==> config.mk <==
export PLATFORM = sky130hd
export DESIGN_NAME = dual_cc_timer
export DESIGN_NICKNAME = d
export VERILOG_FILES = /design/src/rtl/dct_pkg.sv /design/src/rtl/dct_pin_edge.sv /design/src/rtl/dct_slice.sv /design/src/rtl/dual_cc_timer.sv
export SDC_FILE = /design/constraint.sdc
export NUM_CORES = 1
export LEC_CHECK = 0
export ABC_CLOCK_PERIOD_IN_PS = 3200
export CORE_ASPECT_RATIO = 1.2
export CORE_MARGIN = 1
export CORE_UTILIZATION = 49
export CTS_CLUSTER_DIAMETER = 200
export DETAILED_ROUTE_END_ITERATION = 7
export DONT_BUFFER_PORTS = 1
export PLACE_DENSITY = 0.71
export SKIP_LAST_GASP = 1
export SLEW_MARGIN = 40
export SYNTH_ARGS = -nofsm -noshare
export SYNTH_HDL_FRONTEND = slang
export SYNTH_SLANG_ARGS = --single-unit
==> constraint.sdc <==
create_clock -name clk -period 3.2 [get_ports clk]
set_input_delay 0.64 -clock clk [delete_from_list [all_inputs] [get_ports clk]]
set_output_delay 0.64 -clock clk [all_outputs]
set_load 0.02 [all_outputs]
==> src/rtl/dct_pkg.sv <==
package dct_pkg;
   localparam int CTRL_W = 11;

   localparam logic [2:0] ADDR_CTRL = 3'd0;
   localparam logic [2:0] ADDR_STAT = 3'd1;
   localparam logic [2:0] ADDR_CNT  = 3'd2;
   localparam logic [2:0] ADDR_CMP  = 3'd3;
   localparam logic [2:0] ADDR_RLD  = 3'd4;
   localparam logic [2:0] ADDR_CAP  = 3'd5;

   // capture edge select
   localparam logic [1:0] EDGE_NONE = 2'b00;
   localparam logic [1:0] EDGE_BOTH = 2'b11;

   typedef struct packed {
      logic       run;       // 10
      logic       ie_low;    // 9
      logic       ie_main;   // 8
      logic       cap_rld;   // 7
      logic [1:0] cap_edge;  // 6:5
      logic       pol;       // 4
      logic       cnt_mode;  // 3
      logic       out_en;    // 2
      logic       gate_en;   // 1
      logic       split;     // 0
   } ctrl_t;

   typedef struct packed {
      logic ccl;   // 3
      logic ccf;   // 2
      logic tfl;   // 1
      logic tf;    // 0
   } stat_t;
endpackage

==> src/rtl/dct_pin_edge.sv <==
module dct_pin_edge #(
   parameter int STAGES = 2
) (
   input  logic clk,
   input  logic rst_n,
   input  logic pin_i,
   output logic lvl_o,
   output logic rise_o,
   output logic fall_o
);
   if (STAGES < 2) begin : g_bad_stages
      $error("dct_pin_edge: STAGES must be at least 2");
   end

   logic [STAGES-1:0] sync_q;
   logic              prev_q;

   always_ff @(posedge clk or negedge rst_n) begin
      if (!rst_n) begin
         sync_q <= '0;
         prev_q <= 1'b0;
      end else begin
         sync_q <= {sync_q[STAGES-2:0], pin_i};
         prev_q <= sync_q[STAGES-1];
      end
   end

   assign lvl_o  = sync_q[STAGES-1];
   assign rise_o = sync_q[STAGES-1] & ~prev_q;
   assign fall_o = ~sync_q[STAGES-1] & prev_q;
endmodule

==> src/rtl/dct_slice.sv <==
module dct_slice #(
   parameter int W = 8
) (
   input  logic         clk,
   input  logic         rst_n,
   input  logic         wr_i,
   input  logic [W-1:0] wr_val_i,
   input  logic         ld_i,
   input  logic [W-1:0] ld_val_i,
   input  logic         inc_i,
   output logic [W-1:0] cnt_o,
   output logic [W-1:0] nxt_o,
   output logic         ones_o
);
   localparam logic [W-1:0] ONE = W'(1);

   logic [W-1:0] cnt_q;

   always_comb begin
      if (wr_i)       nxt_o = wr_val_i;
      else if (ld_i)  nxt_o = ld_val_i;
      else if (inc_i) nxt_o = cnt_q + ONE;
      else            nxt_o = cnt_q;
   end

   always_ff @(posedge clk or negedge rst_n) begin
      if (!rst_n) cnt_q <= '0;
      else        cnt_q <= nxt_o;
   end

   assign cnt_o  = cnt_q;
   assign ones_o = &cnt_q;
endmodule

==> src/rtl/dual_cc_timer.sv <==
module dual_cc_timer
   import dct_pkg::*;
#(
   parameter int HALF_W      = 8,
   parameter int SYNC_STAGES = 2
) (
   input  logic                clk,
   input  logic                rst_n,
   input  logic                tick_i,
   input  logic                pin_i,
   input  logic                wr_en_i,
   input  logic [2:0]          wr_addr_i,
   input  logic [2*HALF_W-1:0] wr_data_i,
   input  logic [2:0]          rd_addr_i,
   output logic [2*HALF_W-1:0] rd_data_o,
   output logic                irq_main_o,
   output logic                irq_low_o
);
   localparam int CNT_W = 2 * HALF_W;

   if (CNT_W < CTRL_W) begin : g_bad_width
      $error("dual_cc_timer: HALF_W too small to hold the control word");
   end

   ctrl_t             ctrl_q;
   stat_t             stat_q, stat_set;
   logic [CNT_W-1:0]  cmp_q, rld_q, cap_q, cnt, nxt;
   logic [1:0]        inc, ld, ones;

   logic wr_ctrl, wr_stat, wr_cnt, wr_cmp, wr_rld;
   assign wr_ctrl = wr_en_i && (wr_addr_i == ADDR_CTRL);
   assign wr_stat = wr_en_i && (wr_addr_i == ADDR_STAT);
   assign wr_cnt  = wr_en_i && (wr_addr_i == ADDR_CNT);
   assign wr_cmp  = wr_en_i && (wr_addr_i == ADDR_CMP);
   assign wr_rld  = wr_en_i && (wr_addr_i == ADDR_RLD);

   // pin conditioning
   logic pin_lvl, pin_rise, pin_fall;
   dct_pin_edge #(.STAGES(SYNC_STAGES)) u_pin (
      .clk    (clk),
      .rst_n  (rst_n),
      .pin_i  (pin_i),
      .lvl_o  (pin_lvl),
      .rise_o (pin_rise),
      .fall_o (pin_fall)
   );

   // event decode
   logic split, run, dual_rld, gate_act, cap_on, cap_evt, skip_rld, cap_reload;
   logic main_inc, low_tick, main_ovf, low_ovf, main_adv, hi_match, lo_match;

   assign split    = ctrl_q.split;
   assign run      = ctrl_q.run;
   assign dual_rld = ctrl_q.cap_rld && (ctrl_q.cap_edge == EDGE_BOTH);
   assign gate_act = ctrl_q.gate_en && !ctrl_q.out_en && !ctrl_q.cnt_mode && !dual_rld;
   assign cap_on   = ctrl_q.cap_edge != EDGE_NONE;

   assign main_inc = run && !wr_cnt &&
                     (ctrl_q.cnt_mode ? pin_rise : (tick_i && (!gate_act || pin_lvl)));
   assign low_tick = run && !wr_cnt && tick_i;

   assign cap_evt    = run && ((ctrl_q.cap_edge[0] && pin_rise) ||
                               (ctrl_q.cap_edge[1] && pin_fall));
   assign skip_rld   = dual_rld && ctrl_q.gate_en &&
                       (ctrl_q.pol ? pin_rise : pin_fall);
   assign cap_reload = cap_evt && ctrl_q.cap_rld && !skip_rld && !wr_cnt;

   assign inc[0]   = split ? low_tick : main_inc;
   assign inc[1]   = split ? main_inc : (main_inc && ones[0]);
   assign main_ovf = inc[1] && ones[1];
   assign low_ovf  = split && inc[0] && ones[0];
   assign ld[1]    = main_ovf || cap_reload;
   assign ld[0]    = split ? low_ovf : (main_ovf || cap_reload);

   // counter halves
   for (genvar g = 0; g < 2; g++) begin : g_half
      dct_slice #(.W(HALF_W)) u_slice (
         .clk      (clk),
         .rst_n    (rst_n),
         .wr_i     (wr_cnt),
         .wr_val_i (wr_data_i[g*HALF_W +: HALF_W]),
         .ld_i     (ld[g]),
         .ld_val_i (rld_q[g*HALF_W +: HALF_W]),
         .inc_i    (inc[g]),
         .cnt_o    (cnt[g*HALF_W +: HALF_W]),
         .nxt_o    (nxt[g*HALF_W +: HALF_W]),
         .ones_o   (ones[g])
      );
   end

   // compare and flag set
   assign main_adv = split ? inc[1] : inc[0];
   assign hi_match = !cap_on && main_adv &&
                     (split ? (nxt[CNT_W-1:HALF_W] == cmp_q[CNT_W-1:HALF_W])
                            : (nxt == cmp_q));
   assign lo_match = split && inc[0] && (nxt[HALF_W-1:0] == cmp_q[HALF_W-1:0]);

   always_comb begin
      stat_set.tf  = main_ovf;
      stat_set.tfl = low_ovf;
      stat_set.ccf = hi_match || cap_evt;
      stat_set.ccl = lo_match;
   end

   always_ff @(posedge clk or negedge rst_n) begin
      if (!rst_n) begin
         ctrl_q <= '0;
         stat_q <= '0;
         cmp_q  <= '0;
         rld_q  <= '0;
         cap_q  <= '0;
      end else begin
         if (wr_ctrl) ctrl_q <= ctrl_t'(wr_data_i[CTRL_W-1:0]);
         if (wr_cmp)  cmp_q  <= wr_data_i;
         if (wr_rld)  rld_q  <= wr_data_i;
         if (cap_evt) cap_q  <= cnt;
         stat_q <= (wr_stat ? stat_t'(wr_data_i[3:0]) : stat_q) | stat_set;
      end
   end

   // read path
   always_comb begin
      case (rd_addr_i)
         ADDR_CTRL: rd_data_o = CNT_W'(ctrl_q);
         ADDR_STAT: rd_data_o = CNT_W'(stat_q);
         ADDR_CNT:  rd_data_o = cnt;
         ADDR_CMP:  rd_data_o = cmp_q;
         ADDR_RLD:  rd_data_o = rld_q;
         ADDR_CAP:  rd_data_o = cap_q;
         default:   rd_data_o = '0;
      endcase
   end

   assign irq_main_o = ctrl_q.ie_main && (stat_q.tf || stat_q.ccf);
   assign irq_low_o  = ctrl_q.ie_low && split && (stat_q.tfl || stat_q.ccl);
endmodule

==> run_results.csv <==
group,metric,value,unit
worst_setup_path,crit_chain,"or3b_1 > a211o_1 > a21oi_2 > and2_1 > a31oi_1 > xnor2_1 > o2111ai_1 > nor4b_2 > a2bb2oi_1",
pwr,ir_worst_vdd,0.3211,mV
floorplanning,core_area,9613,sq um
final_layout,area_delta_synth_final,10.92,%
worst_setup_path,crit_end,"stat_q[2]",
status,status,"finished, final reports clean",
worst_setup_path,path_buf_inv,0,
global_routing,grt_max_degree,83,
synthesis,yosys_warnings,0,
global_routing,grt_pass1_vias,4045,
synthesis,synth-edff-count,0,
synthesis,yosys.area.top_type,"dfrtp_1",
timing,max_freq,339.2,MHz
worst_setup_path,slowest_stage,"dfrtp_1",
worst_setup_path,cpLargestDelayFamily,"compound AO/OA/AOI/OAI gates",
detailed_routing,ant_nets,0,
worst_setup_path,regToRegEndpoint,"stat_q[2]",
synthesis,seq_area_frac_synth,42.14,%
worst_setup_path,critPathKind,"flip-flop to flip-flop",
clock_tree,cts.path.max_buffers,2,
clock_tree,numCtsBuffers,9,
global_routing,gr-total-overflow,0,
detailed_routing,num_vias,3924,
floorplanning,placement_rows,39,
place,place_congestion,0.9696,
clock_tree,cts_resized,0,
timing,final.min_clock_period,2.948,ns
floorplanning,dieArea,10340,sq um
timing,worstMarginPinSlew,0.7678,ns
worst_setup_path,worst_ep_arrival_time,3.21,ns
worst_setup_path,r2r-start,"u_pin.sync_q[1]",
run,cap_violations,0,
worst_setup_path,path_depth,9,
final_layout,fill_cells,866,
synthesis,ys_ff_latch,82,
pwr,finalPower,4.111,mW
timing,setup_violations,0,
synthesis,synthesis.nets,487,
synthesis,synth_area_leaders,"dfrtp_1 (42%), mux2_2 (14%), mux2i_1 (5.1%)",
synthesis,synth_flop_cell,"dfrtp_1",
worst_setup_path,critPathRequiredTime,3.46,ns
final_layout,fin_nets,497,
min_path,hold_path_class,"primary input to async pin",
pwr,p_sw,1.503,mW
worst_setup_path,cp-startpoint,"u_pin.sync_q[1]",
timing,relSlewSlack,48.81,%
floorplanning,die_h,111.2,um
pwr,power_density,761.2,nW/um^2
clock_tree,path_clk_slew,0.05,ns
floorplanning,fp.dieW,93.01,um
detailed_routing,top_layer,"met4",
final_layout,final_cells,593,
final_layout,antenna_cells,0,
detailed_routing,routed_wl,14370,um
worst_setup_path,reg2reg_depth,9,
detailed_routing,drtPass1Iterations,5,
pwr,pwr-share-seq,42.3,%
clock_tree,cts.sinks,82,
worst_setup_path,crit_path_end_kind,"flip-flop",
pwr,intPower,2.608,mW
worst_setup_path,r2r_setup_slack,0.25,ns
detailed_routing,drc,0,
synthesis,syn_avg_cell_area,10.63,sq um
clock_tree,root_buffer,"clkbuf_16",
timing,drv_slew,0,
floorplanning,io_pins,45,
detailed_routing,met1Wirelength,5889,um
worst_setup_path,critPathMaxStageDelay,0.44,ns
detailed_routing,wl_met3,829,um
pwr,sw_frac_of_total,36.57,%
synthesis,synth_top_area_share,42.14,%
detailed_routing,wl_per_cell,24.23,um
final_layout,drive_gt1_share,24.89,%
global_routing,grt_usage,29.59,%
clock_tree,cts_max_level,3,
pwr,p_clk_share,22.7,%
global_routing,antenna_found_initial,0,
timing,fin_crit_sh,92.14,%
place,port_buffers,0,
timing,fin_skew,0.004612,ns
timing,rsz0062_at_grt,"no",
clock_tree,cts_tree,"built",
detailed_routing,vias_per_cell,6.617,
place,dp_hpwl,10290,um
timing,finalHoldViolCount,0,
synthesis,synth_cells,458,
floorplanning,start_util,50.66,%
global_routing,grt_pass1_wl,22890,um
synthesis,synthesis.area,4870,sq um
detailed_routing,met2_length,7068,um
clock_tree,worstSkewPairLatency,0.34,ns
detailed_routing,drt_iter0_markers,252,
place,place_inst,579,
synthesis,ys_types,68,
synthesis,async_flop_share,100.0,%
pwr,combPwrFrac,35.0,%
worst_setup_path,path_max_fanout,7,
timing,finalSetupTns,0,ns
pwr,p_leak,2.165,nW
worst_setup_path,critPathLaunchType,"flip-flop",
==> synthesized netlist by cell type (all sizes together), types with 2 or more instances <==
cell type and n:
a211o 2, a211oi 2, a21oi 6, a221o 3, a221oi 4, a22oi 10, a2bb2oi 3, a31oi 6
and2 7, buf 5, clkbuf 20, dfrtp 82, ha 2, inv 7, mux2 61, mux2i 25
nand2 38, nand2b 3, nand3 14, nand3b 4, nand4 9, nand4b 2, nor2 21, nor2b 3
nor3 8, nor4 5, nor4b 6, o21a 4, o21ai 19, o221ai 10, o22ai 8, o31ai 2
o41ai 2, or3 4, xnor2 17, xor2 13
==> sequential cells by signal (all words and copies together), names as in the netlist <==
signal / count
cmp_q: 16
cap_q: 16
g_half.u_slice.cnt_o: 16
rld_q: 16
u_pin.sync_q: 2
stat_q: 4
ctrl_q: 9
split: 1
run: 1
u_pin.prev_q: 1
==> placed cells by master, fill, tap and decap left out, drive strengths merged, types with 7 or more instances in the layout <==
cell and count:
mux2 61, nand4 9, buf 24, o21ai 19, clkbuf 13, inv 7, nand2 38, o221ai 10
o22ai 8, and2 7, xor2 13, mux2i 25, xnor2 17, nor3 8, nor2 21, dfrtp 82
a22oi 10, nand3 14
==> power groups by stage <==
stage | clock, mW | sequential, mW | combinational (mW)
floorplan | 0 | 1.60 | 1.12
global placement | 0 | 1.73 | 1.37
detailed placement | 0 | 1.75 | 1.40
CTS | 0.957 | 1.74 | 1.43
global route | 0.994 | 1.79 | 1.56
finish | 0.932 | 1.74 | 1.44
==> cell families (layout without fill, tap and decap cells) <==
logic type | Yosys count | count (layout) | synth area share, %
buffers and inverters | 32 | 44 | 2.544
AND/OR/NAND/NOR | 132 | 132 | 15.11
AO/OA/AOI/OAI | 93 | 93 | 14.59
adder cells (fa/ha/maj) | 2 | 2 | 0.5138
XOR/XNOR | 30 | 30 | 5.396
multiplexers | 87 | 87 | 19.71
flip-flops | 82 | 82 | 42.14
==> through the flow <==
step,area (sq um),hold slack (ns),util (%),setup WS [ns]
after detailed placement,5114,0.3460,53.20,0.1303
after floorplan,4870,0.3312,-,0.5219
final,5401,0.2067,56.19,0.2515
after global routing,5401,0.2384,56.19,0.09795
after CTS,5401,0.2201,56.19,0.2534
after global placement,5114,0.3463,53.20,0.2491
==> per-layer routing <==
metal  up-vias  track usage, %
met2       160           47.84
li1       1747               -
met1      1979           37.84
met3        38           5.761
met5         -               0
met4         0           13.74
==> cell type report <==
cell class | instances | area, sq um | area share (%)
Sequential cell | 82 | 2052 | 37.99
Multi-Input combinational cell | 344 | 2709 | 50.15
Timing Repair Buffer | 24 | 200.2 | 3.706
Tap cell | 123 | 153.9 | 2.849
Clock buffer | 13 | 260.3 | 4.818
Inverter | 7 | 26.28 | 0.4864
==> worst min path at each step <==
stage / start / to / slack, ns / cells after the start
after floorplan: u_pin.sync_q[0] / u_pin.sync_q[1] / 0.33 / 0
after global placement: rst_n / rld_q[1] / 0.35 / 0
after detailed placement: rst_n / cap_q[1] / 0.35 / 0
after CTS: rst_n / g_half[0].u_slice.cnt_o[2] / 0.22 / 1
after global routing: rst_n / g_half[0].u_slice.cnt_o[3] / 0.24 / 1
final: rst_n / cap_q[3] / 0.21 / 1
==> timing repair <==
item / in CTS / in global routing
buffers inserted: 0 / 0
endpoints found under the hold margin: 82 / 0
hold buffers: 1 / 0
(Power assumes the default switching activity.)
